[config.mk]
export PLATFORM = sky130hd
export DESIGN_NAME = ecc_secded_codec
export DESIGN_NICKNAME = d
export VERILOG_FILES = /design/src/rtl/ecc_pkg.sv /design/src/rtl/ecc_enc.sv /design/src/rtl/ecc_syndrome.sv /design/src/rtl/ecc_dec.sv /design/src/rtl/ecc_secded_codec.sv
export SDC_FILE = /design/constraint.sdc
export NUM_CORES = 1
export LEC_CHECK = 0
export CAP_MARGIN = 20
export CORE_MARGIN = 2
export CORE_UTILIZATION = 48
export CTS_CLUSTER_DIAMETER = 40
export DETAILED_ROUTE_END_ITERATION = 16
export HOLD_SLACK_MARGIN = 0.12
export PLACE_DENSITY = 0.82
export SYNTH_ARGS = -nofsm -noshare
export SYNTH_HDL_FRONTEND = slang
export SYNTH_HIERARCHICAL = 1
export SYNTH_SLANG_ARGS = --single-unit
export TNS_END_PERCENT = 50
[constraint.sdc]
create_clock -name clk -period 4.94 [get_ports clk]
set_input_delay 1.235 -clock clk [delete_from_list [all_inputs] [get_ports clk]]
set_output_delay 1.235 -clock clk [all_outputs]
set_load 0.02 [all_outputs]
[src/rtl/ecc_pkg.sv]
package ecc_pkg;

    localparam int unsigned DEF_DATA_W = 64;

    // Smallest positional check-bit count r with 2^r >= data + r + 1
    function automatic int unsigned chk_bits(input int unsigned dw);
        int unsigned r;
        r = 1;
        for (int i = 0; i < 31; i++) begin
            if ((32'd1 << r) < dw + r + 1) r = r + 1;
        end
        return r;
    endfunction

    function automatic bit is_pow2(input int unsigned v);
        return (v != 0) && ((v & (v - 1)) == 0);
    endfunction

    typedef enum logic [1:0] {
        ERR_NONE   = 2'd0,
        ERR_PARITY = 2'd1,
        ERR_SINGLE = 2'd2,
        ERR_DOUBLE = 2'd3
    } err_kind_e;

endpackage

[src/rtl/ecc_enc.sv]
module ecc_enc
    import ecc_pkg::*;
#(
    parameter int unsigned DATA_W = DEF_DATA_W,
    localparam int unsigned PAR_W = chk_bits(DATA_W),
    localparam int unsigned CW_W  = DATA_W + PAR_W + 1
) (
    input  logic [DATA_W-1:0] data_i,
    output logic [CW_W-1:0]   cw_o
);

    logic [CW_W-1:0]  placed;
    logic [PAR_W-1:0] chk;

    // Scatter data into the non-power-of-two positions
    always_comb begin
        int unsigned d;
        d = 0;
        placed = '0;
        for (int unsigned p = 1; p < CW_W; p++) begin
            if (!is_pow2(p)) begin
                placed[p] = data_i[d];
                d = d + 1;
            end
        end
    end

    // One even-parity tree per positional check bit
    for (genvar k = 0; k < PAR_W; k++) begin : g_chk
        logic acc;
        always_comb begin
            acc = 1'b0;
            for (int unsigned p = 1; p < CW_W; p++) begin
                if (p[k]) acc = acc ^ placed[p];
            end
        end
        assign chk[k] = acc;
    end

    always_comb begin
        cw_o = placed;
        for (int unsigned k = 0; k < PAR_W; k++) begin
            cw_o[32'd1 << k] = chk[k];
        end
        cw_o[0] = ^cw_o[CW_W-1:1];
    end

endmodule

[src/rtl/ecc_syndrome.sv]
module ecc_syndrome
    import ecc_pkg::*;
#(
    parameter int unsigned DATA_W = DEF_DATA_W,
    localparam int unsigned PAR_W = chk_bits(DATA_W),
    localparam int unsigned CW_W  = DATA_W + PAR_W + 1
) (
    input  logic [CW_W-1:0]  cw_i,
    output logic [PAR_W-1:0] syn_o,
    output logic             odd_o
);

    for (genvar k = 0; k < PAR_W; k++) begin : g_syn
        logic acc;
        always_comb begin
            acc = 1'b0;
            for (int unsigned p = 1; p < CW_W; p++) begin
                if (p[k]) acc = acc ^ cw_i[p];
            end
        end
        assign syn_o[k] = acc;
    end

    assign odd_o = ^cw_i;

endmodule

[src/rtl/ecc_dec.sv]
module ecc_dec
    import ecc_pkg::*;
#(
    parameter int unsigned DATA_W = DEF_DATA_W,
    localparam int unsigned PAR_W = chk_bits(DATA_W),
    localparam int unsigned CW_W  = DATA_W + PAR_W + 1
) (
    input  logic [CW_W-1:0]   cw_i,
    output logic [DATA_W-1:0] data_o,
    output err_kind_e         kind_o
);

    localparam logic [PAR_W-1:0] LAST_POS = PAR_W'(CW_W - 1);

    logic [PAR_W-1:0] syn;
    logic             odd;
    logic             in_range;
    logic [CW_W-1:0]  fixed;

    ecc_syndrome #(.DATA_W(DATA_W)) syn_i (
        .cw_i  (cw_i),
        .syn_o (syn),
        .odd_o (odd)
    );

    assign in_range = (syn <= LAST_POS);

    always_comb begin
        if (syn == '0) begin
            kind_o = odd ? ERR_PARITY : ERR_NONE;
        end else if (odd && in_range) begin
            kind_o = ERR_SINGLE;
        end else begin
            kind_o = ERR_DOUBLE;
        end
    end

    always_comb begin
        fixed = cw_i;
        if (kind_o == ERR_SINGLE) fixed[syn] = ~cw_i[syn];
    end

    always_comb begin
        int unsigned d;
        d = 0;
        data_o = '0;
        for (int unsigned p = 1; p < CW_W; p++) begin
            if (!is_pow2(p)) begin
                data_o[d] = fixed[p];
                d = d + 1;
            end
        end
    end

endmodule

[src/rtl/ecc_secded_codec.sv]
module ecc_secded_codec
    import ecc_pkg::*;
#(
    parameter int unsigned DATA_W = DEF_DATA_W,
    localparam int unsigned CW_W  = DATA_W + chk_bits(DATA_W) + 1
) (
    input  logic              clk,
    input  logic              rst,
    input  logic [DATA_W-1:0] enc_data_i,
    output logic [CW_W-1:0]   enc_cw_o,
    input  logic [CW_W-1:0]   dec_cw_i,
    output logic [DATA_W-1:0] dec_data_o,
    output logic              dec_sec_o,
    output logic              dec_ded_o
);

    typedef struct packed {
        logic [DATA_W-1:0] data;
        logic              sec;
        logic              ded;
    } dec_res_t;

    logic [CW_W-1:0]   enc_cw_d;
    logic [DATA_W-1:0] dec_data_d;
    err_kind_e         dec_kind;
    dec_res_t          res_d, res_q;

    ecc_enc #(.DATA_W(DATA_W)) enc_i (
        .data_i (enc_data_i),
        .cw_o   (enc_cw_d)
    );

    ecc_dec #(.DATA_W(DATA_W)) dec_i (
        .cw_i   (dec_cw_i),
        .data_o (dec_data_d),
        .kind_o (dec_kind)
    );

    always_comb begin
        res_d.data = dec_data_d;
        res_d.sec  = (dec_kind == ERR_SINGLE) || (dec_kind == ERR_PARITY);
        res_d.ded  = (dec_kind == ERR_DOUBLE);
    end

    always_ff @(posedge clk) begin
        if (rst) begin
            enc_cw_o <= '0;
            res_q    <= '0;
        end else begin
            enc_cw_o <= enc_cw_d;
            res_q    <= res_d;
        end
    end

    assign dec_data_o = res_q.data;
    assign dec_sec_o  = res_q.sec;
    assign dec_ded_o  = res_q.ded;

    // Data field of the received codeword, taken without any repair
    logic [DATA_W-1:0] raw_data;
    logic [DATA_W-1:0] enc_field;
    always_comb begin
        int unsigned d;
        d = 0;
        raw_data  = '0;
        enc_field = '0;
        for (int unsigned p = 1; p < CW_W; p++) begin
            if (!is_pow2(p)) begin
                raw_data[d]  = dec_cw_i[p];
                enc_field[d] = enc_cw_o[p];
                d = d + 1;
            end
        end
    end

    assert_flags_exclusive_R10: assert property (@(posedge clk) disable iff (rst)
        !(dec_sec_o && dec_ded_o));

    assert_enc_even_R3: assert property (@(posedge clk) disable iff (rst)
        !$past(rst) |-> (^enc_cw_o) == 1'b0);

    assert_enc_field_R1: assert property (@(posedge clk) disable iff (rst)
        !$past(rst) |-> enc_field == $past(enc_data_i));

    assert_ded_passthru_R8: assert property (@(posedge clk) disable iff (rst)
        (!$past(rst) && dec_ded_o) |-> dec_data_o == $past(raw_data));

    assert_sec_onebit_R6: assert property (@(posedge clk) disable iff (rst)
        (!$past(rst) && dec_sec_o) |-> $countones(dec_data_o ^ $past(raw_data)) <= 1);

    assert_clean_keep_R5: assert property (@(posedge clk) disable iff (rst)
        (!$past(rst) && !dec_sec_o && !dec_ded_o) |-> dec_data_o == $past(raw_data));

endmodule

; Word-level counts from Yosys, hierarchy flattened
; Index checks and enable logic that the tools add are counted.
[totals]
reg_bits = 138
output_inout_bits = 138
[op_classes]
n_mux = 9
bitwise_logic = 404
reduce_logical = 6
n_lt_le_gt_ge = 3
eq_ne = 3
[ops]
columns = cell, count
row1 = 1-bit XOR, 403
row2 = 72-bit bitwise mux, 1
row3 = 72-bit 2-to-1 mux, 1
row4 = 72-bit parity, 1
row5 = 71-bit parity, 1
row6 = 7-bit by 8-bit less-than comparator with 1-bit output (second input constant), 1
row7 = 1-bit binary-select mux with 7-bit select, 1
row8 = 1-bit demux with 7-bit select, 1
row9 = 7-bit by 1-bit greater-or-equal comparator with 1-bit output (second input constant), 1
row10 = 7-bit <= comparator (second input constant), 1
row11 = 7-bit zero test, 1
row12 = 2-bit equality test (second input constant), 2
row13 = 1-bit 2-to-1 mux, 4
row14 = 2-bit by 1-bit equality test with 1-bit output (second input constant), 1
row15 = 1-bit logical AND, 2
row16 = 2-bit 2-to-1 mux, 1
row17 = 1-bit logical OR, 1
row18 = 1-bit NOT, 1

; Depth between registers and ports, before layout
; Gate-level depths: netlist (run 1).
[depth]
ltp_word = 41
ltp_mapped = 18
ltp_nobuf = 13

; Modules after synthesis
; The synthesis (run 1) kept the hierarchy.
[modules_own_cells]
columns = module, cells_each, area_each_um2, instances, seq_area_each_um2
row1 = ecc_secded_codec, 292, 3718.6, 1, 2762.6
row2 = ecc_dec, 304, 2060.7, 1, 0.0
row3 = ecc_enc, 187, 1780.5, 1, 0.0
row4 = ecc_syndrome, 140, 1385.1, 1, 0.0

; Least setup slack after synthesis (run 1)
; OpenSTA, ideal clock, no wires.
[synth_timing]
path_kind = input -> register
startpoint = input port dec_cw_i[55]
endpoint = register res_q, in the netlist dec_data_o[17]
cell_stages = 16
setup_slack_ps = 689
setup_ps = 65
n_path_buf = 3
arrival_ps = 4185
path_cell_list = xor2_1 > xnor2_1 > xnor2_1 > xnor2_1 > xnor3_1 > xnor2_1 > buf_4 > buf_6 > mux2_2 > o22ai_1 > a2111oi_0 > a41o_1 > mux2_4 > buf_8 > o31ai_4 > nor2b_1
[synth_between]
elab_chain_len = 15
elab_cells_between_ends = 63
[synth_rtl]
columns = element, line
row1 = "start, declared", ecc_secded_codec.sv:11  ; input logic [CW_W-1:0] dec_cw_i,
row2 = 1-bit XOR * (9 in series), ecc_syndrome.sv:18  ; if (p[k]) acc = acc ^ cw_i[p];
row3 = named net dec_i.syn_i.g_syn[0].acc, ecc_syndrome.sv:14  ; logic acc;
row4 = 7-bit by 8-bit less-than comparator with 1-bit output (implied by the code) (tied with other cells), ecc_dec.sv:40  ; if (kind_o == ERR_SINGLE) fixed[syn] = ~cw_i[syn];
row5 = "1-bit logical AND, on equally long branches", "ecc_dec.sv:40, ecc_dec.sv:31"
row6 = "1-bit 2-to-1 mux, on equally long branches", "ecc_dec.sv:40, ecc_dec.sv:31"
row7 = 1-bit demux with 7-bit select / 2-bit 2-to-1 mux (equally long branches), -
row8 = 72-bit bitwise mux / 2-bit equality test (equally long branches), ecc_dec.sv:40
row9 = 72-bit 2-to-1 mux *, ecc_dec.sv:40
row10 = named net dec_data_d[17], ecc_secded_codec.sv:24  ; logic [DATA_W-1:0] dec_data_d;
row11 = "end signal, assigned", ecc_secded_codec.sv:51  ; res_q <= res_d;
row12 = "end, declared", ecc_secded_codec.sv:26  ; dec_res_t res_d, res_q;
; The timed path passes the listed nets; every way through them passes the cells marked *. The select of a mux whose other input is x is not followed.
; A chain may end at the register's enable or synchronous reset.

; Worst setup path in the final report (run 1)
[layout_timing]
startpoint = input port dec_cw_i[23]
endpoint = register res_q, in the netlist dec_data_o[22]
[layout_between]
elab_chain_len = 31
elab_cells_between_ends = 118
[layout_rtl]
columns = element, line
row1 = 1-bit XOR * (25 in series), ecc_syndrome.sv:18
row2 = named net dec_i.syn[0], ecc_dec.sv:15  ; logic [PAR_W-1:0] syn;
row3 = 7-bit by 8-bit less-than comparator with 1-bit output (implied by the code) (tied with other cells), ecc_dec.sv:40
row4 = "1-bit logical AND, on equally long branches", "ecc_dec.sv:40, ecc_dec.sv:31"
row5 = "1-bit 2-to-1 mux, on equally long branches", "ecc_dec.sv:40, ecc_dec.sv:31"
row6 = 1-bit demux with 7-bit select / 2-bit 2-to-1 mux (equally long branches), -
row7 = 72-bit bitwise mux / 2-bit equality test (equally long branches), ecc_dec.sv:40
row8 = 72-bit 2-to-1 mux *, ecc_dec.sv:40
row9 = named net dec_data_d[22], ecc_secded_codec.sv:24
; Marked as above.

==> impl_metrics.tcl, run 1 <==
set metrics [dict create \
    p_total_mw 9.68 \
    core_area_mm2 0.0181 \
    grt_pass1_wl_um 43300 \
    grt_usage_pct 28.8 \
    yosysSeqAreaShare_pct 30.9 \
    final_net_count 1378 \
    ys_ff_latch 138 \
    p_leak_nw 5.03 \
    rows 49 \
    htreeDepth 4 \
    setup_viol 0 \
    end_kind "register" \
    antenna_cells 0 \
    drc 0 \
    num_vias 7579 \
    grt_pass1_vias 7754 \
    root_buffer "clkbuf_16" \
    dpl.hpwl_um 22900 \
    clock_path_buffers 2 \
    drive_above_1_share_pct 20.7 \
    max-slew-margin-rel_pct 37.3 \
    period_needed_ps 4740 \
    setup_slack_ps 200 \
    port_buffers 275 \
    yosys_warnings 6 \
    dp_cells 1448 \
    final_antenna_net_count 0 \
    period_share_pct 95.9 \
    grt_max_degree 83 \
    max_stage_delay_ps 530 \
    boundaryPins 276 \
    syn_inst 923 \
    async_reset_ff_share_pct 0 \
    path_cells "clkdlybuf4s50_1, xnor2_2, xnor2_1, xnor2_1, xnor2_1, xnor3_1, xnor2_2, buf_4, mux2_2, o22ai_1, a2111oi_0, a41o_1, mux2_4, buf_4, o21ai_0, nor2b_1" \
    synth_cell_types 51 \
    ys.flop_type "dfxtp_1" \
    synth_area_per_cell_um2 9.69 \
    hold_viol 0 \
    synth-edff-count 0 \
    critPathRequiredTime_ps 5300 \
    layout.area.seq_mm2 0.00276 \
    synth.cell_area_mm2 0.00894 \
    antenna_found_initial 1 \
    cts_hold_buf 0 \
    finalWeightedCongestion 0.972 \
    die_w_um 141 \
    fill_cells 1361 \
    cpMaxStageDelayCell "clkdlybuf4s50_1" \
    stdcell_count 1481 \
    hp-class "primary input to register" \
    synth.area.top_cells "dfxtp_1, xnor2_1, nor2b_1" \
    finalWirelength_um 28700 \
    drtPass1Iterations 6 \
    arrival_ps 5100 \
    critPathKind "primary input to register" \
    timing.hold.ws_ps 1360 \
    multi_input_area_mm2 0.00539 \
    path_clk_slew_ps 70 \
    clock_sinks 138 \
    design.die.area_mm2 0.0197 \
    wl_per_cell_um 19.4 \
    ir_drop_v 0.000785 \
    cts_made_buffers 17 \
    drtIter0Drc 461 \
    gr-total-overflow 0 \
    synth_top_area_cell "dfxtp_1" \
    synth_nets 1062 \
    initial_core_util_pct 49.3 \
    power.density_mw_per_mm2 750 \
    cap_viol_max_count 0 \
    avgViaCountPerCell 5.12 \
    yosysTopAreaCellShare_pct 30.9 \
    place_ws_ps -286 \
    fmax_mhz 211 \
    die_h_um 141 \
    slew_viol_final 0 \
    cts_tree "built" \
    area_growth_pct 44.2 \
    critPathLaunchType "primary input" \
    path_max_fanout 11 \
    status "complete, no violations" \
    worstMarginPinSlew_ps 934 \
    crit_top_cell "xnor2_1" \
]
cell families (layout without fill, tap and decap cells):
group | after synthesis | in the layout | synth area share [%]
simple gates | 264 | 264 | 16.1
xor+xnor | 249 | 249 | 28.8
flops | 138 | 138 | 30.9
buf+inv | 125 | 454 | 9.69
compound gates | 83 | 83 | 6.57
mux | 63 | 63 | 7.75
fa+ha+maj | 1 | 1 | 0.140
metrics by stage:
stage,util (%),setup TNS [ps],instance area (um^2)
2_1_floorplan,-,0,8940
3_3_place_gp,67.5,-8540,12300
3_5_place_dp,67.5,-10380,12300
4_1_cts,70.7,0,12800
5_1_grt,71.1,-2.19,12900
6_report,71.1,0,12900
final timing paths:
path	from	to	slack, ps	depth (start not counted)
worst max-delay path	dec_cw_i[23]	dec_data_o[22]	200	16
worst min-delay path	rst	dec_data_o[8]	1360	2
per-layer routing:
layer	global-route usage, %	vias up	share of wire (%)
met2	49.3	365	48
met1	34.4	3569	40
met5	0	-	0.028
li1	-	3580	-
met4	9.53	2	2.7
met3	9.06	63	9.1
layout by cell type, fill, tap and decap left out, types with 4 or more instances in the layout:
master           Yosys  final
o22ai_1              5      5
xnor2_2             13     18
o21ai_0             34     33
nand2_1             34     34
inv_1                4      4
nor3_1               6      6
nor2b_1            141    141
nor3b_1              5      5
xor2_2               2      4
o31ai_2              9      9
xor2_1              32     30
clkbuf_16            0     17
buf_4               80    140
xnor2_1            182    176
mux2i_1             16     16
dfxtp_1            138    138
clkdlybuf4s50_1      0    272
nor2_1              46     46
inv_6                0      5
a211oi_1             5      5
nand4_1              6      6
xnor3_1             15     15
nand3_1             11     11
mux2_2              46     46
o31ai_1              9      9
a21oi_1              8      8
cell type report:
cell class / instances / share of cell area, %
Sequential cell: 138 / 21.4
Timing Repair Buffer: 417 / 29.9
Clock inverter: 15 / 1.23
Tap cell: 229 / 2.22
Inverter: 5 / 0.146
Multi-Input combinational cell: 660 / 41.8
Clock buffer: 17 / 3.30
cells in the mapped netlist (4+ instances only):
library cell,number
xor2_1,32
buf_2,22
nand3_1,11
nor2b_1,141
xnor3_1,15
xnor2_2,13
a211oi_1,5
inv_1,4
a21oi_1,8
o31ai_1,9
mux2i_1,16
dfxtp_1,138
nor3_1,6
nand2_1,34
o21ai_0,34
nor3b_1,5
nor2_1,46
nand4_1,6
mux2_2,46
clkbuf_1,9
buf_4,80
o22ai_1,5
o31ai_2,9
xnor2_1,182
registers in the layout, indices dropped and copies added (netlist names):
name	count
enc_cw_o	72
dec_data_o	64
dec_ded_o	1
dec_sec_o	1
worst max-delay path: cells and delay by family:
family	cells	cell delay, ps
xor+xnor	6	1410
buf+inv	3	920
compound gates	4	710
mux	2	660
simple gates	1	160
repair_timing:
| action | CTS | global route |
|---|---|---|
| setup endpoints to repair | 0 | 26 |
| gates resized for setup | 0 | 9 |
| buffers inserted | 0 | 1 |
| hold endpoints to repair | 0 | 0 |
power breakdown:
part	total [mW]	internal, mW	switching, mW
clock	1.26	0.712	0.546
combinational	7.16	3.35	3.81
sequential	1.25	1.22	0.0294
total	9.68	5.29	4.39
Note: power is estimated with default switching activity, not from simulation.
==> inputs of run 2 (changes only) <==
--- a/config.mk
+++ b/config.mk
@@ -6,7 +6,7 @@
 export NUM_CORES = 1
 export LEC_CHECK = 0
 export CAP_MARGIN = 20
-export CORE_MARGIN = 2
+export CORE_MARGIN = 4
 export CORE_UTILIZATION = 48
 export CTS_CLUSTER_DIAMETER = 40
 export DETAILED_ROUTE_END_ITERATION = 16
==> constraint.sdc (replaced) <==
create_clock -name clk -period 5.28 [get_ports clk]
set_input_delay 1.32 -clock clk [delete_from_list [all_inputs] [get_ports clk]]
set_output_delay 1.32 -clock clk [all_outputs]
set_load 0.02 [all_outputs]
==> run 2 against run 1 <==
Compared with the run above:
- setup slack gained 58 ps
- clock power shrank 5%
- count of clock-buffer cells in the layout grew 1
- non-clock buffer count shrank 59
- combinational power shrank 10%
- via count shrank 3.2%
==> impl_metrics.tcl, run 2 (synthesized netlist as in run 1, its figures left out) <==
set metrics [dict create \
    status "complete, no violations" \
    dp_cells 1390 \
    pwr-share-seq_pct 13.4 \
    p_leak_nw 4.73 \
    drc 0 \
    period_needed_ps 5020 \
    antenna_cells 0 \
    root_buffer "clkbuf_16" \
    drtIter0Drc 517 \
    finalWeightedCongestion 0.957 \
    drive_above_1_share_pct 16.4 \
    boundaryPins 276 \
    hp-class "primary input to register" \
    switching_share_pct 45.8 \
    largest_register "enc_cw_o" \
    final_net_count 1319 \
    power.density_mw_per_mm2 706 \
    avgViaCountPerCell 5.16 \
    cts_resized 0 \
    largest_register_ffs 72 \
    die_w_um 145 \
    post_cts_buffers 0 \
    grt_pass1_wl_um 41600 \
    area_growth_pct 39.1 \
    fmax_mhz 199 \
    core_area_mm2 0.0181 \
    critPathRequiredTime_ps 5560 \
    p_sw_mw 4.02 \
    final_antenna_net_count 0 \
    clkPwrFrac_pct 13.7 \
    tns_ps 0 \
    rows 49 \
    antenna_found_initial 0 \
    cts_hold_buf 0 \
    crit_top_cell "xnor2_1" \
    dpl.hpwl_um 22600 \
    cts_tree "built" \
    ir_drop_v 0.000592 \
    rsz0062_at_grt "no" \
    max_stage_delay_ps 470 \
    grt_usage_pct 26.5 \
    comb_power_share_pct 73.0 \
    path_cells "clkdlybuf4s50_1, buf_4, xnor2_1, buf_4, xnor2_1, xnor2_1, xnor2_1, xnor2_1, xnor2_2, buf_4, nor2_1, buf_4, o21ai_0, a211oi_1, o22ai_1, buf_12, mux2_2, nor2b_1" \
    initial_core_util_pct 49.3 \
    end_kind "register" \
    path_max_fanout 31 \
    finalWirelength_um 28200 \
    hold_viol 0 \
    slew_viol_final 0 \
    cp-endpoint "dec_data_o[28]" \
    final_cell_mix "clkdlybuf4s50_1, xnor2_1, nor2b_1, dfxtp_1, buf_4" \
    path_clk_slew_ps 60 \
    period_share_pct 95.1 \
    power.internal_mw 4.76 \
    grt_max_degree 57 \
    cpMaxStageDelayCell "clkdlybuf4s50_1" \
    clock_sinks 138 \
    cap_viol_max_count 0 \
    stdcell_count 1422 \
    wl_per_cell_um 19.8 \
    gr-total-overflow 0 \
    drtPass1Iterations 5 \
    htreeDepth 4 \
    grt_pass1_vias 7314 \
    max-slew-margin-rel_pct 35.4 \
    fill_cells 1380 \
    die_h_um 145 \
    clock_path_buffers 2 \
    arrival_ps 5310 \
    port_buffers 275 \
    layout_commonest_cell "clkdlybuf4s50_1" \
    setup_viol 0 \
    num_vias 7335 \
    cts_made_buffers 17 \
    critPathLaunchType "primary input" \
    worstMarginPinSlew_ps 962 \
    startpoint "dec_cw_i[39]" \
    critPathKind "primary input to register" \
    design.die.area_mm2 0.0209 \
]
[run 2: changes by cell type in the layout (fill, tap and decap cells not counted), sizes merged]
cell and delta:
buf -59, clkbuf +1, clkdlybuf4s50 +2, clkinv -3
dlymetal6s2s -2, inv +2
[run 2: final cells by class]
| class | instances | area (um^2) | area share [%] |
|---|---|---|---|
| Clock buffer | 18 | 439 | 3.53 |
| Inverter | 5 | 18.8 | 0.151 |
| Sequential cell | 138 | 2760 | 22.2 |
| Tap cell | 229 | 287 | 2.30 |
| Multi-Input combinational cell | 660 | 5350 | 43.0 |
| Clock inverter | 14 | 154 | 1.24 |
| Timing Repair Buffer | 358 | 3440 | 27.6 |
[run 2: worst min-delay path by stage]
stage,end,depth (start not counted),start
finish,dec_data_o[22],2,rst
floorplan,enc_cw_o[10],2,enc_data_i[5]
global route,enc_cw_o[69],2,rst
CTS,dec_data_o[47],2,rst
detailed placement,enc_cw_o[64],2,rst
global placement,dec_data_o[25],2,rst
[run 2: power by group through the flow]
stage | Clock [mW] | Sequential [mW] | Combinational (mW)
6_report | 1.20 | 1.17 | 6.41
5_1_grt | 1.26 | 1.18 | 6.78
4_1_cts | 1.21 | 1.17 | 6.30
3_5_place_dp | 0 | 1.20 | 6.27
3_3_place_gp | 0 | 1.20 | 6.20
2_1_floorplan | 0 | 1.32 | 4.25
[run 2: per-layer routing]
layer | up-vias | track usage (%) | share of wire, %
met5 | - | 0 | 0
met4 | 0 | 8.84 | 2.4
met3 | 51 | 8.76 | 10
met2 | 364 | 45.0 | 48
met1 | 3467 | 31.4 | 39
li1 | 3453 | - | -
[run 2: worst max-delay path: cells and delay by family]
kind                   cells  cell delay, ps
buffers and inverters      6            1410
XOR/XNOR                   6            1220
AO/OA/AOI/OAI              3             620
AND/OR/NAND/NOR            2             440
multiplexers               1             290
[run 2: stage by stage]
stage          setup WS (ps)  total power [mW]  hold slack [ps]  cell area (um^2)  utilization (%)
6_report                 258              8.78             1360             12400             68.6
5_1_grt                 1.27              9.22             1380             12400             68.6
4_1_cts                  350              8.69             1350             12400             68.5
3_5_place_dp           -66.8              7.46             1800             11800             65.3
3_3_place_gp           -9.99              7.40             1790             11800             65.3
2_1_floorplan            944              5.57             1530              8940                -
==> inputs of run 3 (changes only) <==
--- a/config.mk
+++ b/config.mk
@@ -7,13 +7,14 @@
 export LEC_CHECK = 0
 export CAP_MARGIN = 20
 export CORE_MARGIN = 4
-export CORE_UTILIZATION = 48
+export CORE_UTILIZATION = 43
 export CTS_CLUSTER_DIAMETER = 40
+export CTS_CLUSTER_SIZE = 16
 export DETAILED_ROUTE_END_ITERATION = 16
 export HOLD_SLACK_MARGIN = 0.12
-export PLACE_DENSITY = 0.82
+export PLACE_DENSITY = 0.77
 export SYNTH_ARGS = -nofsm -noshare
 export SYNTH_HDL_FRONTEND = slang
 export SYNTH_HIERARCHICAL = 1
 export SYNTH_SLANG_ARGS = --single-unit
-export TNS_END_PERCENT = 50
+export TNS_END_PERCENT = 100
==> constraint.sdc (replaced) <==
create_clock -name clk -period 4.3 [get_ports clk]
set_input_delay 1.075 -clock clk [delete_from_list [all_inputs] [get_ports clk]]
set_output_delay 1.075 -clock clk [all_outputs]
set_load 0.02 [all_outputs]
==> run 3 against run 2 <==
Compared with the run above:
- setup slack got worse by 250 ps
- worst hold slack got worse by 190 ps
- die area increased by 11%
- sequential cell count unchanged
- critical path type unchanged
- non-clock buffer count increased by 118
- via count increased by 7.0%
- combinational power increased by 55%
- global-route usage decreased by 1.3 points
- clock power increased by 35%
- routed wire length increased by 9.4%
- final area increased by 12%
- power increased by 48%
==> impl_metrics.tcl, run 3 (synthesized netlist as in run 1, its figures left out) <==
set metrics [dict create \
    end_kind "register" \
    final_net_count 1440 \
    final_antenna_net_count 0 \
    antenna_cells 0 \
    port_buffers 275 \
    largest_register "enc_cw_o" \
    ir_drop_v 0.000708 \
    drive_above_1_share_pct 28.5 \
    layout_commonest_cell "clkdlybuf4s50_1" \
    met2_length_um 15300 \
    critPathLaunchType "primary input" \
    gr-total-overflow 0 \
    drtIter0Drc 410 \
    dpl.hpwl_um 23700 \
    grt_max_degree 83 \
    clock_sinks 138 \
    core_area_mm2 0.0204 \
    period_share_pct 99.8 \
    initial_core_util_pct 43.9 \
    timing.hold.ws_ps 1170 \
    wl_per_cell_um 19.5 \
    die_w_um 152 \
    fin_util_pct 68.4 \
    largest_register_ffs 72 \
    dr_wl_met3_um 2970 \
    area_growth_pct 55.8 \
    dp_cells 1539 \
    root_buffer "clkbuf_16" \
    hold_viol 0 \
    avgViaCountPerCell 4.96 \
    boundaryPins 276 \
    max-slew-margin-rel_pct 43.7 \
    finalWeightedCongestion 0.974 \
    cts_made_buffers 17 \
    cts_tree "built" \
    rows 52 \
    tns_ps 0 \
    fmax_mhz 233 \
    htreeDepth 4 \
    period_needed_ps 4290 \
    power.density_mw_per_mm2 931 \
    dr.max_layer_used "met4" \
    antenna_found_initial 0 \
    met1_length_um 11800 \
    arrival_ps 4650 \
    grt_usage_pct 25.2 \
    grt_pass1_wl_um 45700 \
    slew_viol_final 0 \
    die_h_um 152 \
    drc 0 \
    num_vias 7850 \
    drtPass1Iterations 5 \
    setup_viol 0 \
    hp-class "primary input to register" \
    p_leak_nw 5.77 \
    path_max_fanout 6 \
    p_total_mw 13.0 \
    grt_pass1_vias 8040 \
    clock_path_buffers 2 \
    worstMarginPinSlew_ps 845 \
    finalWirelength_um 30800 \
    status "complete, no violations" \
    design.die.area_mm2 0.0232 \
    critPathKind "primary input to register" \
    hold_depth 3 \
    stdcell_count 1584 \
    cap_viol_max_count 0 \
    path_clk_slew_ps 70 \
    critPathRequiredTime_ps 4660 \
    final_cell_mix "clkdlybuf4s50_1, buf_4, xnor2_1, nor2b_1, dfxtp_1" \
]
==> run 3: changes by cell type in the layout (fill, tap and decap cells not counted), sizes merged, moves of 3 or more <==
cell / before / now
dlygate4sd2: 0 / 3
mux2: 47 / 50
buf: 84 / 200
clkbuf: 18 / 25
clkdlybuf4s50: 274 / 240
dlymetal6s2s: 0 / 25
==> run 3: final cells by class <==
type / count / area, um^2
Clock buffer: 17 / 425
Sequential cell: 138 / 2760
Inverter: 5 / 22.5
Timing Repair Buffer: 476 / 4380
Clock inverter: 15 / 218
Tap cell: 270 / 338
Multi-Input combinational cell: 663 / 5790
Fill cell: 1523 / 6430
==> run 3: critical path: stages <==
cell and delay [ps]:
clkdlybuf4s50_1 550, xnor2_2 220, xnor2_1 260, xnor3_2 450
xnor2_4 280, buf_12 150, mux2_2 330, o22ai_2 180
a2111oi_2 70, a41o_1 300, mux2_4 350, o31ai_2 260
nor2b_1 160
==> run 3: timing repair <==
item                       CTS  global route
pin swaps                   12            35
buffers inserted             6             2
hold buffers                 0             0
setup endpoints to repair   66            66
gates cloned                 3             2
resized for setup           39            87
==> run 3: layer usage <==
| metal | track usage (%) | vias up |
|---|---|---|
| met5 | 0 | - |
| met4 | 7.11 | 0 |
| met3 | 8.55 | 64 |
| met2 | 44.5 | 374 |
| met1 | 29.0 | 3703 |
| li1 | - | 3709 |
==> run 3: worst paths after layout <==
| check | startpoint | end |
|---|---|---|
| setup / recovery | dec_cw_i[59] | dec_data_o[16] |
| hold / removal | dec_cw_i[55] | dec_data_o[48] |
==> run 3: metrics by stage <==
step / setup slack [ps] / cell area, um^2
after floorplan: 209 / 8940
final: 10.6 / 13900
after CTS: 2.90 / 13600
after global placement: -711 / 12700
after detailed placement: -775 / 12700
after global routing: -98.1 / 13900
==> run 3: report_power, final <==
part | total, mW | leakage, nW | switching, mW | internal (mW)
sequential | 1.44 | 1.15 | 0.0339 | 1.41
clock | 1.62 | 0.317 | 0.667 | 0.950
combinational | 9.92 | 4.30 | 5.11 | 4.81
